==> src/rtl/halfmac_pkg.sv <==
package halfmac_pkg;

  localparam int unsigned OP_W = 3;

  typedef enum logic [OP_W-1:0] {
    OP_MUL16    = 3'd0,
    OP_MUL32X16 = 3'd1,
    OP_MAC16    = 3'd2,
    OP_MAC32X16 = 3'd3,
    OP_MACL     = 3'd4
  } mac_op_e;

  typedef struct packed {
    logic legal;   // op code is one of the five forms
    logic wide_a;  // first operand is the whole word
    logic acc32;   // add to low accumulator word
    logic acc64;   // add to full accumulator
  } mac_ctrl_t;

  function automatic mac_ctrl_t decode_op(input logic [OP_W-1:0] code);
    mac_ctrl_t c;
    c = '0;
    case (code)
      OP_MUL16:    c.legal = 1'b1;
      OP_MUL32X16: begin c.legal = 1'b1; c.wide_a = 1'b1; end
      OP_MAC16:    begin c.legal = 1'b1; c.acc32 = 1'b1; end
      OP_MAC32X16: begin c.legal = 1'b1; c.wide_a = 1'b1; c.acc32 = 1'b1; end
      OP_MACL:     begin c.legal = 1'b1; c.acc64 = 1'b1; end
      default:     c = '0;
    endcase
    return c;
  endfunction

endpackage

==> src/rtl/halfmac_operand_sel.sv <==
module halfmac_operand_sel #(
  parameter int unsigned WORD_W = 32,
  parameter int unsigned HALF_W = WORD_W / 2
) (
  input  logic [WORD_W-1:0] src_a,
  input  logic [WORD_W-1:0] src_b,
  input  logic              sel_a,
  input  logic              sel_b,
  input  logic              wide_a,
  output logic [WORD_W-1:0] opnd_a,
  output logic [HALF_W-1:0] opnd_b
);

  logic [WORD_W-1:0] word_v [2];
  logic              pick_v [2];
  logic [HALF_W-1:0] half_v [2];

  assign word_v[0] = src_a;
  assign word_v[1] = src_b;
  assign pick_v[0] = sel_a;
  assign pick_v[1] = sel_b;

  for (genvar g = 0; g < 2; g++) begin : g_half
    assign half_v[g] = pick_v[g] ? word_v[g][WORD_W-1:HALF_W]
                                 : word_v[g][HALF_W-1:0];
  end

  // first operand: full word or sign-extended half
  assign opnd_a = wide_a ? src_a
                         : {{(WORD_W-HALF_W){half_v[0][HALF_W-1]}}, half_v[0]};
  assign opnd_b = half_v[1];

endmodule

==> src/rtl/halfmac_multiplier.sv <==
module halfmac_multiplier #(
  parameter int unsigned WORD_W = 32,
  parameter int unsigned HALF_W = WORD_W / 2
) (
  input  logic [WORD_W-1:0] opnd_a,
  input  logic [HALF_W-1:0] opnd_b,
  input  logic              wide_a,
  output logic [WORD_W-1:0] prod_w
);

  localparam int unsigned PROD_W = WORD_W + HALF_W;

  logic signed [PROD_W-1:0] full_prod;

  assign full_prod = $signed(opnd_a) * $signed(opnd_b);

  // wide form keeps the upper word of the product, narrow form the lower
  assign prod_w = wide_a ? full_prod[PROD_W-1:HALF_W] : full_prod[WORD_W-1:0];

endmodule

==> src/rtl/halfmac_accumulator.sv <==
module halfmac_accumulator
  import halfmac_pkg::*;
#(
  parameter int unsigned WORD_W = 32,
  parameter int unsigned LONG_W = 2 * WORD_W
) (
  input  logic [WORD_W-1:0] prod_w,
  input  logic [LONG_W-1:0] acc_in,
  input  mac_ctrl_t         ctrl,
  output logic [LONG_W-1:0] sum_out,
  output logic              ovf_now
);

  localparam int unsigned EXT_W = LONG_W - WORD_W;

  logic [WORD_W-1:0] sum32;
  logic [LONG_W-1:0] prod_ext;
  logic [LONG_W-1:0] sum64;
  logic              ovf32;

  assign prod_ext = {{EXT_W{prod_w[WORD_W-1]}}, prod_w};
  assign sum32    = prod_w + acc_in[WORD_W-1:0];
  assign sum64    = prod_ext + acc_in;
  assign ovf32    = (prod_w[WORD_W-1] == acc_in[WORD_W-1]) &&
                    (sum32[WORD_W-1] != prod_w[WORD_W-1]);

  always_comb begin
    sum_out = '0;
    ovf_now = 1'b0;
    if (ctrl.legal) begin
      if (ctrl.acc64) begin
        sum_out = sum64;
      end else if (ctrl.acc32) begin
        sum_out = {{EXT_W{sum32[WORD_W-1]}}, sum32};
        ovf_now = ovf32;
      end else begin
        sum_out = prod_ext;
      end
    end
  end

endmodule

==> src/rtl/halfmac_unit.sv <==
module halfmac_unit
  import halfmac_pkg::*;
#(
  parameter int unsigned WORD_W = 32,
  parameter int unsigned HALF_W = WORD_W / 2,
  parameter int unsigned LONG_W = 2 * WORD_W
) (
  input  logic              clk,
  input  logic              rst,
  input  logic              in_valid,
  input  logic [OP_W-1:0]   op,
  input  logic              sel_a,
  input  logic              sel_b,
  input  logic [WORD_W-1:0] src_a,
  input  logic [WORD_W-1:0] src_b,
  input  logic [LONG_W-1:0] acc_in,
  input  logic              ovf_clear,
  output logic              out_valid,
  output logic [LONG_W-1:0] result,
  output logic              ovf_flag
);

  mac_ctrl_t         ctrl;
  logic [WORD_W-1:0] opnd_a;
  logic [HALF_W-1:0] opnd_b;
  logic [WORD_W-1:0] prod_w;
  logic [LONG_W-1:0] sum_out;
  logic              ovf_now;

  assign ctrl = decode_op(op);

  halfmac_operand_sel #(.WORD_W(WORD_W), .HALF_W(HALF_W)) u_sel (
    .src_a  (src_a),
    .src_b  (src_b),
    .sel_a  (sel_a),
    .sel_b  (sel_b),
    .wide_a (ctrl.wide_a),
    .opnd_a (opnd_a),
    .opnd_b (opnd_b)
  );

  halfmac_multiplier #(.WORD_W(WORD_W), .HALF_W(HALF_W)) u_mul (
    .opnd_a (opnd_a),
    .opnd_b (opnd_b),
    .wide_a (ctrl.wide_a),
    .prod_w (prod_w)
  );

  halfmac_accumulator #(.WORD_W(WORD_W), .LONG_W(LONG_W)) u_acc (
    .prod_w  (prod_w),
    .acc_in  (acc_in),
    .ctrl    (ctrl),
    .sum_out (sum_out),
    .ovf_now (ovf_now)
  );

  always_ff @(posedge clk) begin
    if (rst) begin
      out_valid <= 1'b0;
      result    <= '0;
      ovf_flag  <= 1'b0;
    end else begin
      out_valid <= in_valid;
      if (in_valid) begin
        result <= sum_out;
      end
      // a fresh overflow wins over a clear on the same edge
      ovf_flag <= (in_valid && ovf_now) || (ovf_flag && !ovf_clear);
    end
  end

endmodule

==> config.mk <==
export PLATFORM = sky130hd
export DESIGN_NAME = halfmac_unit
export DESIGN_NICKNAME = d
export VERILOG_FILES = /design/src/rtl/halfmac_pkg.sv /design/src/rtl/halfmac_operand_sel.sv /design/src/rtl/halfmac_multiplier.sv /design/src/rtl/halfmac_accumulator.sv /design/src/rtl/halfmac_unit.sv
export SDC_FILE = /design/constraint.sdc
export NUM_CORES = 2
export LEC_CHECK = 0
export BUFFER_PORTS_ARGS = -buffer_cell sky130_fd_sc_hd__buf_2
export CAP_MARGIN = 25
export CORE_MARGIN = 3
export CORE_UTILIZATION = 30
export CTS_CLUSTER_SIZE = 14
export DETAILED_ROUTE_END_ITERATION = 10
export PLACE_DENSITY = 0.56
export SETUP_SLACK_MARGIN = 0.2
export SLEW_MARGIN = 20
export SYNTH_ARGS = -nofsm -noshare
export SYNTH_HDL_FRONTEND = slang
export SYNTH_SLANG_ARGS = --single-unit
==> constraint.sdc <==
create_clock -name clk -period 21.1 [get_ports clk]
set_clock_uncertainty 0.1 [all_clocks]
set_input_delay 2.11 -clock clk [delete_from_list [all_inputs] [get_ports clk]]
set_output_delay 2.11 -clock clk [all_outputs]
set_load 0.05 [all_outputs]
==> results.sh <==
export IMPL_result_of_the_run="finished, final reports clean"
export IMPL_rsz0062_at_grt="no"
export IMPL_min_period_ns=13.54
export IMPL_die_x_um=297.2
export IMPL_post_synth_inst_count=3117
export IMPL_globalRouteTotalUtil_pct=19.19
export IMPL_critPathCapture="result[37]$_SDFFE_PP0P_"
export IMPL_drt_wirelength_per_cell_um=19.33
export IMPL_num_io_pins=203
export IMPL_drt_pre_antenna_iters=5
export IMPL_vias=22005
export IMPL_post_drt_via_cell_ratio=5.026
export IMPL_mappedNetlistNets=3918
export IMPL_first_iter_violations=1451
export IMPL_place_hpwl_um=71550
export IMPL_ys_ff_latch=66
export IMPL_grt_ovfl_total=0
export IMPL_cts_max_path_buffers=2
export IMPL_tritoncts_clock_tree="built"
export IMPL_period_share_pct=64.17
export IMPL_crit_path_end_kind="flip-flop"
export IMPL_nNetsFinal=4035
export IMPL_crit_reg2reg_capture="result[30]$_SDFFE_PP0P_"
export IMPL_post_synth_cell_area_avg_um2=8.161
export IMPL_die_area_um2=88320
export IMPL_fmax_mhz=73.85
export IMPL_slew_violations=0
export IMPL_tritoncts_num_buffers=9
export IMPL_place_inst=4356
export IMPL_required_ns=21.29
export IMPL_drc=0
export IMPL_worst_endpoint_arrival_ns=13.73
export IMPL_synthDominantAreaCellType="fa_1"
export IMPL_timing_critical_path_slowest_stage_cell="mux2i_1"
export IMPL_critical_path_max_stage_delay_ns=0.86
export IMPL_grt_pass1_vias=22966
export IMPL_worst_hold_path_type="flip-flop to flip-flop"
export IMPL_post_route_cells_drive_above_1_share_pct=10.25
export IMPL_cts_post_setup_buffers_inserted=0
export IMPL_sequential_to_total_area_share_from_yosys_stat_pct=5.194
export IMPL_clock_sinks=66
export IMPL_stdcell_count=4378
export IMPL_fin_worst_hold_slack_ns=0.3478
export IMPL_syn2layout_area_growth_pct=10.01
export IMPL_setup_reg_to_reg_worst_slack_ns=19.98
export IMPL_worst_skew_pair_late_latency_ns=0.34
export IMPL_maximum_number_of_pins_on_one_net_before_global_route_repair=68
export IMPL_cts_clk_slew_worst_paths_ns=0.06
export IMPL_grt_first_pass_wirelength_um=133700
export IMPL_min_delay_start="result[40]$_SDFFE_PP0P_"
export IMPL_startpoint_type="primary input"
export IMPL_initial_core_utilization_pct=30.35
export IMPL_cts_repair_resized=0
export IMPL_synth_top_cells_by_area="fa_1, inv_1, ha_1"
export IMPL_fp_row_count=106
export IMPL_synth_main_ff_cell="dfxtp_1"
export IMPL_synth_commonest_cells="inv_1, fa_1, nand2_1"
export IMPL_synth_largest_type_area_fraction_pct=38.33
export IMPL_worstPathMaxFanout=67
export IMPL_syn_cell_area_um2=25440
export IMPL_cp_common_cell="fa_1"
export IMPL_route_final_wire_length_um=84620
export IMPL_port_buffers=202
export IMPL_synth_yosys_warnings=0
export IMPL_htree_levels=3
export IMPL_detail_route_antenna_nets=0
export IMPL_finalSetupTns_ns=0
export IMPL_die_y_um=297.2
export IMPL_cap_viol_max_count=0
export IMPL_utilization_pct=33.39
export IMPL_synth_distinct_cells=100
export IMPL_finalHoldViolations=0
export IMPL_r2r_cells=4
export IMPL_clk_root_buffer_cell="clkbuf_16"
export IMPL_worstSetupPathType="primary input to flip-flop"
export IMPL_setup_worst_path_start="op[2]"
export IMPL_core_region_area_um2=83820
export IMPL_postCtsHoldBufs=0
export IMPL_antenna_found_initial=6
export IMPL_post_synth_top_count_cell="inv_1"
export IMPL_critical_path_reg2reg_startpoint="result[30]$_SDFFE_PP0P_"
export IMPL_synth_enable_flop_cells=0
export IMPL_async_reset_ff_share_pct=0
export IMPL_worst_slew_pin_transition_ns=1.036
export IMPL_max_slew_headroom_pct=28.96
export IMPL_gp_congestion=0.9411
export IMPL_final_setup_violating_endpoints=0
-- worst max-delay path: cells and delay by family --
| kind | cells | cell delay [ns] |
|---|---|---|
| AND/OR/NAND/NOR | 10 | 2.68 |
| adder cells (fa/ha/maj) | 8 | 3.77 |
| XOR/XNOR | 1 | 0.41 |
| multiplexers | 1 | 0.86 |
| buffers and inverters | 5 | 1.02 |
| AO/OA/AOI/OAI | 9 | 2.81 |
-- cells by family after synthesis --
logic type / count (synthesis) / synth area share [%]
AOI/OAI and AO/OA: 551 / 14.43
xor gates and xnor gates: 90 / 3.099
adders and majority gates: 664 / 47.03
DFF: 66 / 5.194
buffers and inverters: 721 / 10.94
and+or+nand+nor: 945 / 15.96
muxes: 80 / 3.340
-- cell type report --
class / count / area (um^2)
multi-input cells: 2330 / 21390
clock inverters: 7 / 141.4
repair buffers: 234 / 1249
well taps: 1134 / 1419
diodes: 5 / 12.51
flip-flops and latches: 66 / 1321
inverters: 593 / 2226
clock buffers: 9 / 225.2
fillers: 9004 / 55840
-- per-layer routing --
metal,track usage (%),vias to the layer above,part of all wire (%)
li1,-,10129,-
met1,25.06,10985,42
met2,32.43,762,47
met3,3.905,127,7.9
met4,4.906,2,2.8
met5,0,-,0.014
-- flip-flops by register name, indices dropped and copies added (netlist names) --
signal	count
result	64
out_valid	1
ovf_flag	1
-- how the worst min path moves through the flow --
stage / depth (start not counted) / end / slack, ns
after global placement: 2 / result[49]$_SDFFE_PP0P_ / 0.33
after detailed placement: 2 / result[49]$_SDFFE_PP0P_ / 0.34
after CTS: 2 / result[49]$_SDFFE_PP0P_ / 0.35
after global routing: 2 / result[46]$_SDFFE_PP0P_ / 0.37
final: 2 / result[40]$_SDFFE_PP0P_ / 0.35
after floorplan: 2 / result[16]$_SDFFE_PP0P_ / 0.56
-- through the flow --
step | setup WS (ns) | instance area [um^2]
floorplan | 8.974 | 25440
global placement | 7.580 | 27580
detailed placement | 7.402 | 27580
CTS | 7.698 | 27950
global route | 6.650 | 27970
finish | 7.560 | 27980
-- placed cells by master, fill, tap and decap left out, drive strengths merged, types with 6 or more instances in the layout --
cell    count
a211oi     24
a21boi     14
a21o       73
a21oi     138
a221oi      7
a22o        6
a311oi      6
a31oi      15
and2       13
and3       16
buf       233
clkbuf     10
dfxtp      66
fa        487
ha        177
inv       593
mux2       39
mux2i      41
nand2     455
nand2b     18
nand3      33
nand4      23
nor2      299
nor2b      14
nor3       19
o211ai     19
o21a       40
o21ai     126
o21bai     13
o31ai       8
or2        10
or3        18
or4         6
xnor2      62
xor2       28
Power is left out: the tool's default activity adds up to more than one toggle a clock period on the data nets, which glitch-free logic cannot reach.
